<file path="src/rtl/lgu_pkg.sv">
package lgu_pkg;
  typedef enum logic [1:0] {
    GRP_AND  = 2'b00,
    GRP_OR   = 2'b01,
    GRP_XOR  = 2'b10,
    GRP_RSVD = 2'b11
  } lgu_grp_e;

  typedef enum logic [2:0] {
    OP_AND  = 3'd0,
    OP_ANDC = 3'd1,
    OP_NAND = 3'd2,
    OP_OR   = 3'd3,
    OP_ORC  = 3'd4,
    OP_NOR  = 3'd5,
    OP_XOR  = 3'd6,
    OP_EQV  = 3'd7
  } lgu_op_e;

  typedef struct packed {
    logic [1:0] grp;
    logic       inv_b;
    logic       inv_res;
  } lgu_ctrl_t;
endpackage

</file>
<file path="src/rtl/lgu_b_cond.sv">
module lgu_b_cond #(
  parameter int WIDTH = 64
) (
  input  logic [WIDTH-1:0] b_in,
  input  logic             inv,
  output logic [WIDTH-1:0] b_out
);
  localparam logic [WIDTH-1:0] ALL_ONES = {WIDTH{1'b1}};

  always_comb b_out = inv ? (b_in ^ ALL_ONES) : b_in;
endmodule

</file>
<file path="src/rtl/lgu_core.sv">
module lgu_core
  import lgu_pkg::*;
#(
  parameter int WIDTH = 64
) (
  input  logic [WIDTH-1:0] a,
  input  logic [WIDTH-1:0] b,
  input  logic [1:0]       grp,
  output logic [WIDTH-1:0] y
);
  for (genvar i = 0; i < WIDTH; i++) begin : g_bit
    always_comb begin
      unique case (lgu_grp_e'(grp))
        GRP_AND: y[i] = a[i] & b[i];
        GRP_OR:  y[i] = a[i] | b[i];
        GRP_XOR: y[i] = a[i] ^ b[i];
        default: y[i] = 1'b0;
      endcase
    end
  end
endmodule

</file>
<file path="src/rtl/lgu_out_cond.sv">
module lgu_out_cond
  import lgu_pkg::*;
#(
  parameter int WIDTH = 64
) (
  input  logic [WIDTH-1:0] core_y,
  input  logic [1:0]       grp,
  input  logic             inv,
  output logic [WIDTH-1:0] y
);
  logic flip;

  always_comb flip = inv && (lgu_grp_e'(grp) != GRP_RSVD);

  for (genvar i = 0; i < WIDTH; i++) begin : g_bit
    always_comb y[i] = core_y[i] ^ flip;
  end
endmodule

</file>
<file path="src/rtl/lgu_logic_unit.sv">
module lgu_logic_unit #(
  parameter int WIDTH = 64
) (
  input  logic [WIDTH-1:0] opa,
  input  logic [WIDTH-1:0] opb,
  input  logic [1:0]       grp_sel,
  input  logic             inv_b,
  input  logic             inv_res,
  output logic [WIDTH-1:0] result
);
  logic [WIDTH-1:0] b_cond;
  logic [WIDTH-1:0] core_y;

  lgu_b_cond #(.WIDTH(WIDTH)) u_bcond (
    .b_in  (opb),
    .inv   (inv_b),
    .b_out (b_cond)
  );

  lgu_core #(.WIDTH(WIDTH)) u_core (
    .a   (opa),
    .b   (b_cond),
    .grp (grp_sel),
    .y   (core_y)
  );

  lgu_out_cond #(.WIDTH(WIDTH)) u_ocond (
    .core_y (core_y),
    .grp    (grp_sel),
    .inv    (inv_res),
    .y      (result)
  );
endmodule

</file>
<file path="config.mk">
export PLATFORM = sky130hd
export DESIGN_NAME = lgu_logic_unit
export DESIGN_NICKNAME = d
export VERILOG_FILES = /design/src/rtl/lgu_pkg.sv /design/src/rtl/lgu_b_cond.sv /design/src/rtl/lgu_core.sv /design/src/rtl/lgu_out_cond.sv /design/src/rtl/lgu_logic_unit.sv
export SDC_FILE = /design/constraint.sdc
export NUM_CORES = 1
export LEC_CHECK = 0
export BUFFER_PORTS_ARGS = -buffer_cell sky130_fd_sc_hd__buf_2
export CAP_MARGIN = 20
export CORE_ASPECT_RATIO = 0.6
export CORE_MARGIN = 5
export CORE_UTILIZATION = 51
export DETAILED_ROUTE_END_ITERATION = 10
export PLACE_DENSITY_LB_ADDON = 0.05
export REMOVE_ABC_BUFFERS = 1
export SLEW_MARGIN = 30
export SYNTH_ARGS = -nofsm -noshare
export SYNTH_HDL_FRONTEND = slang
export SYNTH_HIERARCHICAL = 1
export SYNTH_SLANG_ARGS = --single-unit
</file>
<file path="constraint.sdc">
create_clock -name vclk -period 2.1
set_input_delay 0.315 -clock vclk [all_inputs]
set_output_delay 0.315 -clock vclk [all_outputs]
set_load 0.1 [all_outputs]
</file>
==> results of run 1 <==
tightest hold or removal path, cell delays in order:
cell,delay (ps)
buf_2,110
inv_1,50
ha_1,130
o22ai_1,80
xor2_1,170
buf_12,170
area by class of cell:
class / instances / area (um^2)
multi-input cells: 386 / 4630
repair buffers: 277 / 3010
inverters: 128 / 480
fillers: 362 / 782
well taps: 116 / 145
cells by family after synthesis:
kind of cell	count (synthesis)	share of synthesized area
xor gates and xnor gates	128	0.240
muxes	64	0.137
buffers and inverters	163	0.189
AOI/OAI and AO/OA	65	0.0883
adders and majority gates	128	0.344
and+or+nand+nor	1	0.00134
Yosys cell counts (all sizes together):
cell / n / area, um^2
inv: 128 / 480
a21boi: 1 / 11.3
mux2i: 64 / 641
xor2: 128 / 1120
ha: 128 / 1600
nand2b: 1 / 6.26
buf: 35 / 400
o22ai: 64 / 400
power groups by stage:
stage                     Combinational, mW  Sequential [mW]  Clock [mW]
after floorplan                        2.46                0           0
after global placement                 4.03                0           0
after detailed placement               4.14                0           0
after CTS                              4.25                0           0
after global routing                   4.73                0           0
final                                  4.57                0           0
final timing paths:
path / start / to / slack, ps / cells past startpoint
hold / removal: opa[0] / result[0] / 1340 / 6
setup / recovery: inv_b / result[41] / -320 / 9
stage by stage:
stage           util  area (um^2)  worst slack, ps  hold slack, ps  TNS (ps)
5_1_grt        0.914         8270             -379            1380    -15140
3_5_place_dp   0.768         6950             -272            1360    -12520
6_report       0.914         8270             -320            1340    -10440
3_3_place_gp   0.768         6950             -195            1340     -8640
4_1_cts        0.816         7390             -156            1350     -8050
2_1_floorplan      -         4260            -2630            1150   -168170
per-layer routing:
| metal | vias up | wire (um) | track usage |
|---|---|---|---|
| li1 | 2188 | - | - |
| met1 | 2300 | 6770 | 0.282 |
| met2 | 246 | 9400 | 0.487 |
| met3 | 42 | 1360 | 0.0669 |
| met4 | 4 | 489 | 0.0458 |
| met5 | - | 22 | 0 |
timing repair:
item / 4_1_cts / 5_1_grt
pin swaps: 45 / 110
resized for setup: 48 / 118
endpoints found under the setup margin: 64 / 64
buffers inserted: 2 / 5
cloned: 4 / 2
==> out/qor.yml, run 1 <==
cp_max_fo: 8
detail_route.wirelength_um: 18000
start_util: 0.515
endpoint_kind: "output pin"
dp_cells: 894
syn_area_per_cell_um2: 8.49
crit_family: "buffers and inverters"
p_sw_frac: 0.613
drv_cap: 0
ioPinCount: 196
status: "complete, but fails checks"
power.total_mw: 4.57
p_int_mw: 1.77
syn_inst: 549
switching_power_mw: 2.80
grt_start_max_net_pins: 36
violations: "setup timing"
instances_no_fill: 907
power.density_mw_per_mm2: 553
n_antenna_cell: 0
ys_warn_count: 6
worstPathRequired_ps: 1780
layout_common_cells: "130 x buf_2, 113 x inv_1, 111 x ha_1, 69 x buf_4, 65 x xor2_1"
slew_violations: 0
path_class: "primary input to output pin"
setup_ws_ps: -320
synthToLayoutAreaGrowth_pct: 77.4
grt_overflow: 0
drc_errors: 0
synth_seq_area_share: 0
rsz0062_at_grt: "yes"
comb_power_share: 1.000
worst_slew_pin_slew_ps: 460
worstPathCellList: "buf_16 > buf_16 > xor2_2 > inv_2 > ha_4 > mux2i_1 > o22ai_1 > xor2_1 > clkbuf_16"
critical_path_buf_inv_count: 4
leakage_nw: 4.58
sequential_cell_total: 0
n_clock_buffer: 0
first_pass_iters: 5
die-area_mm2: 0.0112
hp-class: "primary input to output pin"
drive_gt1_frac: 0.478
synth.distinct_cells: 12
die_y_um: 84.1
seqPwrFrac: 0
setup_viol: 64
grtUsageTotal: 0.253
port_buffers: 196
antenna_found_initial: 2
wire_per_inst_um: 19.9
crit_path_frequent_cell: "buf_16"
grt_pass1_vias: 5000
grt_pass1_wl_um: 23700
slew_headroom: 0.693
fp-row-count: 27
mappedNetlistArea_mm2: 0.00466
clkPwrFrac: 0
finish.net_count: 1053
seq_area_um2: 0
die_width_um: 133
finalWeightedCongestion: 0.797
drt-vias-per-instance: 5.27
hold_viol: 0
ant_nets: 0
cpPeakStageDelay_ps: 330
peakVddDrop_uv: 459
via_count: 4780
cpMaxStageDelayCell: "xor2_1"
crit_path_start_kind: "primary input"
fmax_mhz: 413
period_minus_slack_ps: 2420
place_hpwl_um: 11000
hold_buffers: 0
final_common_cell: "buf_2"
drt_iter0_drc: 217
worstPathArrival_ps: 2110
min_period_over_period: 1.15
core_mm2: 0.00905
No activity file was read; power rests on OpenSTA's default activity.
==> run 2: changes to the inputs <==
Settings changed: ABC_AREA from default to 1, CORE_UTILIZATION 51 to 35.
==> run 2 against run 1 <==
Compared with the run above: the run still ends with setup timing left; non-clock buffer count is 6 higher; total power down 9.9%; global-route usage shrank 4.5 points; critical path type unchanged; largest power group unchanged.
==> out/qor.yml, run 2 <==
crit_end: "result[50]"
path_class: "primary input to output pin"
cpMaxStageDelayCell: "ha_4"
die_width_um: 182  # +36%
detail_route.wirelength_um: 24600  # +36%
drc_errors: 0  # unchanged
setup_ws_ps: -45.6  # +274 ps
cp_max_fo: 8  # unchanged
crit_start: "inv_b"
hp-class: "primary input to output pin"
synthToLayoutAreaGrowth_pct: 77.5  # about the same
endpoint_kind: "output pin"
power.density_mw_per_mm2: 375  # -32%
n_clock_buffer: 0  # unchanged
synth_common_cells: "384 x nand2_1, 256 x inv_1, 181 x nand3_1"
mappedNetlistArea_mm2: 0.00619  # +33%
worstPathArrival_ps: 1830  # -280 ps
synth.top_cell.area_share: 0.259  # -0.0847
min_period_over_period: 1.02  # -0.131
finalWeightedCongestion: 0.783  # -1.8%
hold_buffers: 0  # unchanged
cpPeakStageDelay_ps: 200  # -130 ps
violations: "setup timing"
fill_cells: 1561  # +330%
grt_pass1_vias: 6918  # +38%
die_y_um: 113  # +34%
yosysMostFrequentCell: "nand2_1"
synth_area_leaders: "ha_1 26%, nand2_1 23%, inv_1 16%, nand3_1 15%, nand3b_1 7.8%"
seq_area_um2: 0  # unchanged
ioPinCount: 196  # unchanged
met1_length_um: 11400  # +69%
core_mm2: 0.0173  # +91%
via_count: 7458  # +56%
drv_cap: 0  # unchanged
die-area_mm2: 0.0205  # +83%
routed-wl-met2_um: 11300  # +20%
first_pass_iters: 5  # unchanged
highest_layer: "met5"
place_ws_ps: -184  # +88.0 ps
peakVddDrop_uv: 326  # -29%
leakage_nw: 6.07  # +33%
hold_viol: 0  # unchanged
port_buffers: 196  # unchanged
slew_headroom: 0.692  # -0.00133
syn_area_per_cell_um2: 5.65  # -33%
start_util: 0.358  # -0.157
worstPathRequired_ps: 1780  # about the same
synth_seq_area_share: 0  # unchanged
crit_path_start_kind: "primary input"
place_hpwl_um: 14800  # +34%
drt_iter0_drc: 457  # +110%
layout_common_cells: "220 x nand2_1, 190 x inv_1, 145 x nand3_2, 136 x nand2_2, 131 x buf_2"
ant_nets: 0  # unchanged
power.total_mw: 4.12  # -9.9%
period_minus_slack_ps: 2150  # -274 ps
final_common_cell: "nand2_1"
worstPathCellList: "buf_12 > clkinv_16 > buf_12 > buf_16 > nand2_4 > nand2_4 > inv_2 > ha_4 > nand3_2 > nand3_2 > inv_2 > nand3_2 > nand2_2 > buf_12"
ys_warn_count: 6  # unchanged
tns_ps: -201  # +10240 ps
grt_overflow: 0  # unchanged
synth_top_area_cell: "ha_1"
status: "complete, but fails checks"
sequential_cell_total: 0  # unchanged
setup_viol: 11  # -83%
route.met3.wl_um: 1640  # +20%
synth.distinct_cells: 15  # +3
grt_pass1_wl_um: 35900  # +51%
worst_slew_pin_slew_ps: 462  # +2.00 ps
antenna_found_initial: 5  # +3
drt-vias-per-instance: 4.82  # -8.6%
drive_gt1_frac: 0.557  # +0.0789
slew_violations: 0  # unchanged
finish.net_count: 1575  # +50%
grtUsageTotal: 0.208  # -0.0454
multi_input_area_mm2: 0.00659  # +42%
rsz0062_at_grt: "yes"
wire_per_inst_um: 15.9  # -20%
fp-row-count: 37  # +37%
grt_start_max_net_pins: 45  # +25%
syn_inst: 1095  # +99%
fmax_mhz: 466  # +13%
## run 2: worst max-delay path, delay by kind of cell
family,cells,cell delay [ps]
adder cells (fa/ha/maj),1,200
buffers and inverters,7,830
AND/OR/NAND/NOR,6,470
## run 2: worst min path at each step
stage,from,end,slack [ps],depth (start not counted)
2_1_floorplan,inv_res,result[0],1230,2
3_3_place_gp,inv_res,result[10],1190,4
3_5_place_dp,inv_res,result[24],1190,4
4_1_cts,inv_res,result[10],1170,4
5_1_grt,inv_res,result[24],1190,4
6_report,inv_res,result[10],1160,4
## run 2: kinds of logic after synthesis
kind of cell,after synthesis,share of synthesized area
adder cells (fa/ha/maj),128,0.259
buffers and inverters,324,0.262
AND/OR/NAND/NOR,643,0.479
## run 2: final cells by class
class / count / area share
multi-input combinational: 771 / 0.600
timing repair buffer: 283 / 0.281
inverter: 259 / 0.0918
tap: 234 / 0.0267
antenna: 1 / 0.000228
## run 2: where the power goes
part,total (mW),switching [mW],leakage [nW],internal (mW)
registers,0,0,0,0
logic,4.12,2.57,6.07,1.55
clock network,0.0000000636,0,0.00000634,0.0000000636
total,4.12,2.57,6.07,1.55
## run 2: repair_timing
action	4_1_cts	5_1_grt
gates cloned	5	5
setup buffers	10	1
endpoints found under the setup margin	63	64
gates resized for setup	108	408
pin swaps	71	136
## run 2: metrics by stage
stage               utilization  instance area, um^2  cells  hold WS (ps)
finish                    0.636                11000   1548          1160
global route              0.636                11000   1547          1190
CTS                       0.526                 9080   1543          1170
detailed placement        0.491                 8490   1528          1190
global placement          0.491                 8490   1528          1190
floorplan                     -                 5540   1030          1230
## run 2: routing by layer
layer  global-route usage  vias up
met2                0.346      230
li1                     -     3739
met1                0.299     3455
met5                    0        -
met4               0.0130       10
met3               0.0292       24
